--- config.mk ---
export PLATFORM = sky130hd
export DESIGN_NAME = gnt_flag_irq
export DESIGN_NICKNAME = d
export VERILOG_FILES = /design/src/rtl/gfi_pkg.sv /design/src/rtl/gfi_reg_dec.sv /design/src/rtl/gfi_bank.sv /design/src/rtl/gnt_flag_irq.sv
export SDC_FILE = /design/constraint.sdc
export NUM_CORES = 1
export LEC_CHECK = 0
export ABC_AREA = 1
export BUFFER_PORTS_ARGS = -buffer_cell sky130_fd_sc_hd__buf_2
export CORE_ASPECT_RATIO = 1.5
export CORE_MARGIN = 2
export CORE_UTILIZATION = 40
export DETAILED_ROUTE_END_ITERATION = 10
export HOLD_SLACK_MARGIN = 0.1
export SKIP_CTS_REPAIR_TIMING = 1
export SLEW_MARGIN = 20
export SYNTH_ARGS = -nofsm -noshare
export SYNTH_HDL_FRONTEND = slang
export SYNTH_HIERARCHICAL = 1
export SYNTH_SLANG_ARGS = --single-unit
--- constraint.sdc ---
create_clock -name clk_i -period 3 [get_ports clk_i]
set_input_delay 0.15 -clock clk_i [delete_from_list [all_inputs] [get_ports clk_i]]
set_output_delay 0.15 -clock clk_i [all_outputs]
set_load 0.05 [all_outputs]
--- src/rtl/gfi_pkg.sv ---
package gfi_pkg;
  typedef enum logic [1:0] {
    RK_FLAG = 2'd0,
    RK_SET  = 2'd1,
    RK_EOI  = 2'd2,
    RK_NONE = 2'd3
  } reg_kind_e;

  localparam int unsigned EOI_CODE_W = 8;
  localparam logic [EOI_CODE_W-1:0] EOI_ERR_CODE = 8'h10;
endpackage

--- src/rtl/gfi_reg_dec.sv ---
module gfi_reg_dec
  import gfi_pkg::*;
#(
  parameter int unsigned N_MASTERS = 3,
  parameter int unsigned N_SLOTS   = 32,
  parameter int unsigned DATA_W    = 32,
  parameter int unsigned IDX_W     = 2,
  parameter int unsigned ADDR_W    = IDX_W + 2
) (
  input  logic                         clk_i,
  input  logic                         rst_ni,
  input  logic                         req_i,
  input  logic                         we_i,
  input  logic [ADDR_W-1:0]            addr_i,
  input  logic [DATA_W-1:0]            wdata_i,
  output logic [N_MASTERS*N_SLOTS-1:0] clr_o,
  output logic [N_MASTERS*N_SLOTS-1:0] set_o,
  output logic [N_MASTERS-1:0]         rearm_o,
  output logic                         err_rearm_o,
  output logic                         rd_flag_o,
  output logic [IDX_W-1:0]             rd_idx_o,
  output logic                         rerr_o
);
  reg_kind_e             kind;
  logic [IDX_W-1:0]      idx;
  logic                  idx_ok;
  logic                  wr;
  logic                  is_eoi;
  logic [EOI_CODE_W-1:0] code;
  logic                  err_rearm_q;

  assign kind   = reg_kind_e'(addr_i[ADDR_W-1 -: 2]);
  assign idx    = addr_i[IDX_W-1:0];
  assign idx_ok = (32'(idx) < N_MASTERS);
  assign wr     = req_i && we_i;
  assign is_eoi = (kind == RK_EOI) && (idx == '0);
  assign code   = wdata_i[EOI_CODE_W-1:0];

  for (genvar m = 0; m < N_MASTERS; m++) begin : g_mst
    logic hit;
    assign hit = wr && idx_ok && (32'(idx) == m);
    assign clr_o[m*N_SLOTS +: N_SLOTS] = (hit && kind == RK_FLAG) ? wdata_i[N_SLOTS-1:0] : '0;
    assign set_o[m*N_SLOTS +: N_SLOTS] = (hit && kind == RK_SET)  ? wdata_i[N_SLOTS-1:0] : '0;
    assign rearm_o[m] = wr && is_eoi && (32'(code) == m);
  end

  always_ff @(posedge clk_i or negedge rst_ni) begin
    if (!rst_ni) err_rearm_q <= 1'b0;
    else         err_rearm_q <= wr && is_eoi && (code == EOI_ERR_CODE);
  end
  assign err_rearm_o = err_rearm_q;

  assign rd_flag_o = req_i && !we_i && (kind == RK_FLAG) && idx_ok;
  assign rd_idx_o  = idx;
  assign rerr_o    = req_i && !we_i && is_eoi;

  a_r8_err_rearm_pulse: assert property (@(posedge clk_i) disable iff (!rst_ni)
    (req_i && we_i && is_eoi && wdata_i[7:0] == 8'h10) |=> err_rearm_o);
  a_r8_err_rearm_cause: assert property (@(posedge clk_i) disable iff (!rst_ni)
    !(req_i && we_i && is_eoi) |=> !err_rearm_o);
  a_r10_rerr_only_read: assert property (@(posedge clk_i) disable iff (!rst_ni)
    rerr_o |-> (req_i && !we_i));
  a_r9_rearm_onehot: assert property (@(posedge clk_i) disable iff (!rst_ni)
    $onehot0(rearm_o));
endmodule

--- src/rtl/gfi_bank.sv ---
module gfi_bank #(
  parameter int unsigned N_SLOTS = 32
) (
  input  logic               clk_i,
  input  logic               rst_ni,
  input  logic [N_SLOTS-1:0] gnt_i,
  input  logic [N_SLOTS-1:0] clr_i,
  input  logic [N_SLOTS-1:0] set_i,
  input  logic               rearm_i,
  output logic [N_SLOTS-1:0] flag_o,
  output logic               irq_o
);
  logic [N_SLOTS-1:0] flag_q, flag_d;
  logic               armed_q, armed_d;
  logic               fire;

  // set paths win over a same-cycle clear
  assign flag_d = (flag_q & ~clr_i) | set_i | gnt_i;
  assign fire   = armed_q && (|flag_q);
  // an explicit re-arm wins over the self-disarm of a firing line
  assign armed_d = rearm_i ? 1'b1 : (fire ? 1'b0 : armed_q);

  always_ff @(posedge clk_i or negedge rst_ni) begin
    if (!rst_ni) begin
      flag_q  <= '0;
      armed_q <= 1'b1;
    end else begin
      flag_q  <= flag_d;
      armed_q <= armed_d;
    end
  end

  assign flag_o = flag_q;
  assign irq_o  = fire;

  a_r2_grant_sets: assert property (@(posedge clk_i) disable iff (!rst_ni)
    (gnt_i != '0) |=> ((flag_q & $past(gnt_i)) == $past(gnt_i)));
  a_r3_zero_keeps: assert property (@(posedge clk_i) disable iff (!rst_ni)
    1'b1 |=> ((~$past(clr_i) & $past(flag_q) & ~flag_q) == '0));
  a_r6_single_pulse: assert property (@(posedge clk_i) disable iff (!rst_ni)
    (irq_o && !rearm_i) |=> !irq_o);
  a_r6_quiet_disarmed: assert property (@(posedge clk_i) disable iff (!rst_ni)
    (!irq_o && !rearm_i && $past(irq_o)) |=> !irq_o);
endmodule

--- src/rtl/gnt_flag_irq.sv ---
module gnt_flag_irq
  import gfi_pkg::*;
#(
  parameter int unsigned N_MASTERS = 3,
  parameter int unsigned N_SLOTS   = 32,
  parameter int unsigned DATA_W    = 32,
  localparam int unsigned IDX_W    = (N_MASTERS > 1) ? $clog2(N_MASTERS) : 1,
  localparam int unsigned ADDR_W   = IDX_W + 2
) (
  input  logic                         clk_i,
  input  logic                         rst_ni,
  input  logic [N_MASTERS*N_SLOTS-1:0] gnt_evt_i,
  input  logic                         req_i,
  input  logic                         we_i,
  input  logic [ADDR_W-1:0]            addr_i,
  input  logic [DATA_W-1:0]            wdata_i,
  output logic [DATA_W-1:0]            rdata_o,
  output logic                         rerr_o,
  output logic [N_MASTERS-1:0]         gnt_irq_o,
  output logic                         err_rearm_o
);
  logic [N_MASTERS*N_SLOTS-1:0] clr, set, flags;
  logic [N_MASTERS-1:0]         rearm;
  logic                         rd_flag;
  logic [IDX_W-1:0]             rd_idx;

  gfi_reg_dec #(
    .N_MASTERS(N_MASTERS), .N_SLOTS(N_SLOTS), .DATA_W(DATA_W),
    .IDX_W(IDX_W), .ADDR_W(ADDR_W)
  ) u_dec (
    .clk_i, .rst_ni, .req_i, .we_i, .addr_i, .wdata_i,
    .clr_o(clr), .set_o(set), .rearm_o(rearm), .err_rearm_o,
    .rd_flag_o(rd_flag), .rd_idx_o(rd_idx), .rerr_o
  );

  for (genvar m = 0; m < N_MASTERS; m++) begin : g_bank
    gfi_bank #(.N_SLOTS(N_SLOTS)) u_bank (
      .clk_i, .rst_ni,
      .gnt_i  (gnt_evt_i[m*N_SLOTS +: N_SLOTS]),
      .clr_i  (clr[m*N_SLOTS +: N_SLOTS]),
      .set_i  (set[m*N_SLOTS +: N_SLOTS]),
      .rearm_i(rearm[m]),
      .flag_o (flags[m*N_SLOTS +: N_SLOTS]),
      .irq_o  (gnt_irq_o[m])
    );
  end

  always_comb begin
    rdata_o = '0;
    for (int m = 0; m < N_MASTERS; m++) begin
      if (rd_flag && 32'(rd_idx) == m) rdata_o[N_SLOTS-1:0] = flags[m*N_SLOTS +: N_SLOTS];
    end
  end

  a_r1_no_irq_after_reset: assert property (@(posedge clk_i) disable iff (!rst_ni)
    $rose(rst_ni) |-> (gnt_irq_o == '0));
  a_r10_rerr_zero_data: assert property (@(posedge clk_i) disable iff (!rst_ni)
    rerr_o |-> (rdata_o == '0));
endmodule

==> metrics.csv, run 1 <==
metric;value;unit
final WL;21100;microns
fmax;0.508;GHz
Layout Area Growth over Synthesis;33.1;%
clock slew at reported path FFs;0.07;ns
worst supply voltage drop on vdd;352;uV
register-to-register setup slack;1.73;ns
leading cell type in the layout, fill and taps excluded;nor2_1;
largest net degree at the start of global routing;97;
clock period minus worst slack;1.97;ns
CTS root buffer;clkbuf_16;
vias post-DR;6767;
slew at the pin closest to its max-slew limit;1.08;ns
fraction of the yosys area taken by sequential cells;0.393;
global-route wire length before repair;31300;microns
Die Outline Area;17000;sq um
critical path required time;2.85;ns
IO Port Bufs;172;
leading cell types by total area after synthesis;dfrtp_1 (38%), nor2_1 (21%), inv_1 (8.2%);
arrival time at the worst endpoint;1.82;ns
per-cell via count in the routed design;4.87;
final critical-path share of the clock period;0.657;
kind of launch point of the worst setup path;input port;
fill cell total of the finished layout;1523;
Setup crit end kind;primary output;
number of max-capacitance violations reported;0;
worst hold endpoint;u_dec/err_rearm_o$_DFF_PN0_;
net count after synthesis;1074;
Setup Skew;0.00802;ns
detailed-route DRC error count;0;
max-slew violation total from the final report;0;
type of the tightest min-delay check;input port to flop;
outcome;finished, final reports clean;
library cell with the largest summed area after synthesis;dfrtp_1;
antenna fix cells;0;
post-synthesis cell area;6380;sq um
setup_tns;0;ns
clock buffer count from CTS;9;
number of search-and-repair iterations in the first detailed-routing pass;7;
final critical-path setup slack;1.03;ns
clk sink count;100;
area of the core region;15600;sq um
standard-cell row count;56;
Gate Count Post-Synth;938;
average routed wire per standard cell;15.2;microns
endpoint of the worst-slack reg-to-reg timing path;g_bank[0].u_bank/armed_q$_DFFE_PN1P_;
synthesized flop and latch total;100;
clock latency on the worst-skew pair;0.35;ns
vias in the first global route;6039;
setup repair after global routing missed its margin;no;
origin of the worst min-delay path;wdata_i[0];
number of unique standard cell types used by synthesis;22;
DRT iter0 DRCs;333;
worst-case setup slack after placement;0.819;ns
level count of the clock H-tree;3;
final number of hold-violating endpoints;0;
I/O pin total;173;
GRT Total Usage;0.239;
yosys warns;6;
area share of the largest cell type after synthesis;0.380;
syn_area_per_cell;6.80;sq um
number of nets in the layout;1318;
global-route congestion overflow total;0;
height of the die;159;microns
initial antenna violation count;0;
Slew headroom;0.281;
share of cells above drive strength 1;0.192;
cell count of the worst reg-to-reg path;7;
Detail Placement HPWL;14000;microns
weighted congestion at the end of routability-driven global placement;0.804;
initial core utilization;0.408;
number of antenna-violating nets in the routed design;0;
most used cells in the layout excluding fill and tap cells;nor2_1 (360), buf_2 (171), inv_1 (140);
leakage power;4.51;nW
# setup viols final;0;
critical register-to-register path startpoint;g_bank[0].u_bank/flag_o[13]$_DFF_PN0_;
CTS Buffer Depth;2;
number of cells on the worst hold path;4;
CTS tree;done;
category of the critical setup timing path;input port to primary output;
Max Fanout on Critical Path;96;
power density over the cells;357;nW/um^2
horizontal die dimension;107;microns
area by class of cell:
class / instances / area [sq um] / area share
clock buffer: 11 / 243 / 0.0286
clock inverter: 5 / 61.3 / 0.00722
inverter: 142 / 533 / 0.0628
multi-input combinational: 648 / 2940 / 0.346
sequential: 100 / 2510 / 0.295
tap: 203 / 254 / 0.0299
timing repair buffer: 281 / 1950 / 0.230
worst max path at each step:
stage          startpoint                                     to  slack [ns]  cells past startpoint
5_1_grt         addr_i[3]                             rdata_o[4]        0.90                      8
3_5_place_dp    addr_i[0]  g_bank[1].u_bank/flag_o[13]$_DFF_PN0_        0.82                      4
2_1_floorplan   addr_i[3]                             rdata_o[0]        1.46                      8
4_1_cts         addr_i[3]                             rdata_o[2]        1.06                      8
3_3_place_gp    addr_i[0]  g_bank[1].u_bank/flag_o[16]$_DFF_PN0_        0.91                      4
6_report        addr_i[3]                             rdata_o[2]        1.03                      8
per-stage QoR:
| stage | std cells | area [sq um] | hold WS, ns | total power, mW | util |
|---|---|---|---|---|---|
| 2_1_floorplan | 938 | 6380 | -0.146 | 1.58 | - |
| 5_1_grt | 1390 | 8490 | 0.136 | 3.16 | 0.543 |
| 4_1_cts | 1292 | 7510 | -0.0815 | 2.96 | 0.481 |
| 3_5_place_dp | 1276 | 7210 | 0.294 | 1.75 | 0.461 |
| 3_3_place_gp | 1276 | 7210 | 0.294 | 1.75 | 0.461 |
| 6_report | 1390 | 8490 | 0.101 | 3.03 | 0.543 |
state kept, by name, indices dropped and copies added, names as in the netlist:
name and flops:
g_bank.u_bank/armed_q 3, g_bank.u_bank/flag_o 96, u_dec/err_rearm_o 1
layer usage:
layer	wire length, microns	global-route usage	up-vias
met5	0	0	-
met4	460	0.0717	0
met3	1020	0.0327	35
met2	11200	0.440	213
met1	8370	0.286	3085
li1	-	-	3434
cell families after synthesis:
kind of cell / Yosys count / share of synthesized area
simple gates: 551 / 0.383
buf+inv: 190 / 0.148
flops: 100 / 0.393
compound gates: 97 / 0.0761
worst max-delay path: stages:
cell	delay, ns
buf_2	0.12
nor2_2	0.22
nand2_1	0.15
a21oi_4	0.15
buf_12	0.36
nand4_1	0.18
nand3_1	0.16
buf_2	0.28
Yosys cell counts:
cell type,number
nand3_1,55
dfrtp_1,97
inv_1,140
nand2_1,43
a21oi_1,1
nand4_2,4
nor3_1,4
nand2_2,2
buf_8,2
dfstp_2,3
nor2_2,6
buf_4,3
buf_6,23
and3_1,1
o21ai_0,96
buf_2,20
nor2_8,1
nor2_1,360
nor3_2,1
nand3_2,10
inv_2,2
nand4_1,64
power breakdown:
group,internal [mW],switching (mW)
clock,0.672,0.531
sequential,1.36,0.00813
combinational,0.198,0.265
Power figures use the tool's default switching activity.
==> run 2: changes to the inputs <==
Settings changed: PLACE_DENSITY from default to 0.66.
Clock period 3 ns to 1.7 ns, I/O delays scaled along.
==> run 2 against run 1 <==
Worst hold slack worse by 0.028 ns; non-clock buffer count grew 25; clock skew shrank 0.0017 ns; register-to-register slack got worse by 1.2 ns; sequential share of layout area shrank 1.3 points; critical endpoint is now gnt_irq_o[1]; largest power group unchanged; highest routed layer unchanged.
==> metrics.csv, run 2 (synthesis gave the netlist of run 1 again) <==
metric;value;unit;change
clock latency on the worst-skew pair;0.34;ns;was 0.35 ns
I/O pin total;173;;unchanged
final critical-path setup slack;0.0641;ns;was 1.03 ns
Buffers & Inverters on Critical Path;1;;was 3
cell repeated most along the worst path;nor2_2;;was buf_2
fmax;0.611;GHz;
global-route wire length before repair;31700;microns;was 31300 microns
final critical-path share of the clock period;0.962;;
horizontal die dimension;107;microns;unchanged
CTS tree;done;;unchanged
antenna fix cells;0;;unchanged
slowest stage cell, crit path;dfrtp_1;;was buf_12
clock slew at reported path FFs;0.07;ns;about the same
Layout Area Growth over Synthesis;39.2;%;was 33.1%
global-route congestion overflow total;0;;unchanged
CP startpoint;g_bank[1].u_bank/flag_o[29]$_DFF_PN0_;;was addr_i[3]
Flop pwr share;0.436;;was 0.450
max-slew violation total from the final report;0;;unchanged
most used cells in the layout excluding fill and tap cells;nor2_1 (349), buf_2 (167), inv_1 (140);;was nor2_1 (360), buf_2 (171), inv_1 (140)
area of the core region;15600;sq um;unchanged
level count of the clock H-tree;3;;unchanged
arrival time at the worst endpoint;1.55;ns;was 1.82 ns
critical register-to-register path startpoint;g_bank[1].u_bank/flag_o[29]$_DFF_PN0_;;was g_bank[0].u_bank/flag_o[13]$_DFF_PN0_
weighted congestion at the end of routability-driven global placement;0.842;;was 0.804
per-cell via count in the routed design;5.00;;was 4.87
Critical Path Max Stage Delay;0.41;ns;was 0.36 ns
number of antenna-violating nets in the routed design;0;;unchanged
setup repair after global routing missed its margin;yes;;was no
# setup viols final;0;;unchanged
max reg flops;96;;unchanged
number of max-capacitance violations reported;0;;unchanged
initial core utilization;0.408;;unchanged
vias post-DR;7070;;was 6767
Setup crit end kind;primary output;;unchanged
kind of launch point of the worst setup path;flop;;was input port
IO Port Bufs;172;;unchanged
clk sink count;100;;unchanged
Die Outline Area;17000;sq um;unchanged
register-to-register setup slack;0.51;ns;was 1.73 ns
final number of hold-violating endpoints;0;;unchanged
number of nets in the layout;1343;;was 1318
vias in the first global route;6379;;was 6039
outcome;finished, final reports clean;;unchanged
switching power share of the total;0.256;;was 0.265
design area;8880;sq um;was 8490 sq um
power share of the combinational group;0.159;;was 0.153
net switching power;1.41;mW;was 0.804 mW
Max Fanout on Critical Path;3;;was 96
clock period minus worst slack;1.64;ns;
Slew headroom;0.713;;was 0.281
final design utilization;0.568;;was 0.543
number of search-and-repair iterations in the first detailed-routing pass;5;;was 7
origin of the worst min-delay path;wdata_i[0];;unchanged
largest net degree at the start of global routing;52;;was 97
fill cell total of the finished layout;1452;;was 1523
worst-case setup slack after placement;0.0914;ns;was 0.819 ns
share of cells above drive strength 1;0.218;;was 0.192
leading cell type in the layout, fill and taps excluded;nor2_1;;unchanged
DRT iter0 DRCs;404;;was 333
leakage power;4.68;nW;was 4.51 nW
critical path required time;1.62;ns;was 2.85 ns
total power consumption of the routed design;5.52;mW;was 3.03 mW
Detail Placement HPWL;14800;microns;was 14000 microns
slew at the pin closest to its max-slew limit;0.430;ns;was 1.08 ns
type of the tightest min-delay check;input port to flop;;unchanged
clock buffer count from CTS;9;;unchanged
power density over the cells;622;nW/um^2;was 357 nW/um^2
final WL;22000;microns;was 21100 microns
clock group share of total power;0.405;;was 0.397
height of the die;159;microns;unchanged
Power Internal;4.11;mW;was 2.23 mW
CTS Buffer Depth;2;;unchanged
CTS root buffer;clkbuf_16;;unchanged
standard-cell row count;56;;unchanged
category of the critical setup timing path;flop to primary output;;was input port to primary output
worst supply voltage drop on vdd;555;uV;was 352 uV
GRT Total Usage;0.242;;was 0.239
Setup Skew;0.00630;ns;was 0.00802 ns
average routed wire per standard cell;15.6;microns;was 15.2 microns
crit-path leading delay family;simple AND/OR/NAND/NOR gates;;was buffers and inverters
instance area after placement;7400;sq um;was 7210 sq um
initial antenna violation count;0;;unchanged
critical-path cell list;nor2_1, nand2_1, nor2_2, nand2_2, nor2_4, nor2_2, buf_6;;was buf_2, nor2_2, nand2_1, a21oi_4, buf_12, nand4_1, nand3_1, buf_2
detailed-route DRC error count;0;;unchanged
## run 2: changes by cell type in the layout (fill, tap and decap cells not counted), sizes merged
cell,change
buf,+20
clkinvlp,-3
dlygate4sd3,+3
clkbuf,+2
bufinv,+1
clkinv,+1
## run 2: worst paths after layout
check,end,cells after the start
setup / recovery,gnt_irq_o[1],7
hold / removal,g_bank[2].u_bank/armed_q$_DFFE_PN1P_,6
setup reg to reg,g_bank[1].u_bank/armed_q$_DFFE_PN1P_,7
hold reg to reg,g_bank[1].u_bank/armed_q$_DFFE_PN1P_,2
max in group asynchronous,g_bank[0].u_bank/flag_o[10]$_DFF_PN0_,3
min in group asynchronous,g_bank[2].u_bank/flag_o[4]$_DFF_PN0_,2
## run 2: final cells by class
cell class,instances,area [sq um],area share
timing repair buffer,306,2270,0.256
sequential,100,2510,0.282
multi-input combinational,648,3000,0.338
clock inverter,4,73.8,0.00831
clock buffer,11,243,0.0273
tap,203,254,0.0286
inverter,142,533,0.0600
## run 2: worst register-to-register path: stages (launching register included)
cell and delay (ns):
dfrtp_1 0.41, nor2_1 0.11, nand2_1 0.07, nor2_2 0.15, nand2_2 0.10, nor2_4 0.17
nand2_1 0.07, nand2_1 0.05
## run 2: metal layers
layer | part of all wire | wire length (microns) | track usage
met1 | 0.37 | 8220 | 0.276
met5 | 0 | 0 | 0
met3 | 0.054 | 1200 | 0.0352
met2 | 0.53 | 11800 | 0.441
met4 | 0.037 | 809 | 0.109
## run 2: power groups by stage
| stage | clock (mW) | combinational, mW | sequential [mW] |
|---|---|---|---|
| 2_1_floorplan | 0 | 0.341 | 2.45 |
| 3_3_place_gp | 0 | 0.676 | 2.45 |
| 3_5_place_dp | 0 | 0.679 | 2.45 |
| 4_1_cts | 2.28 | 0.683 | 2.41 |
| 5_1_grt | 2.38 | 0.949 | 2.41 |
| 6_report | 2.24 | 0.879 | 2.41 |
## run 2: through the flow
step,TNS [ns],hold WS [ns],instances
4_1_cts,-0.239,-0.337,1305
3_3_place_gp,0,0.0318,1290
3_5_place_dp,0,0.0321,1290
5_1_grt,-0.0308,0.130,1414
2_1_floorplan,0,-0.211,938
6_report,0,0.0727,1414
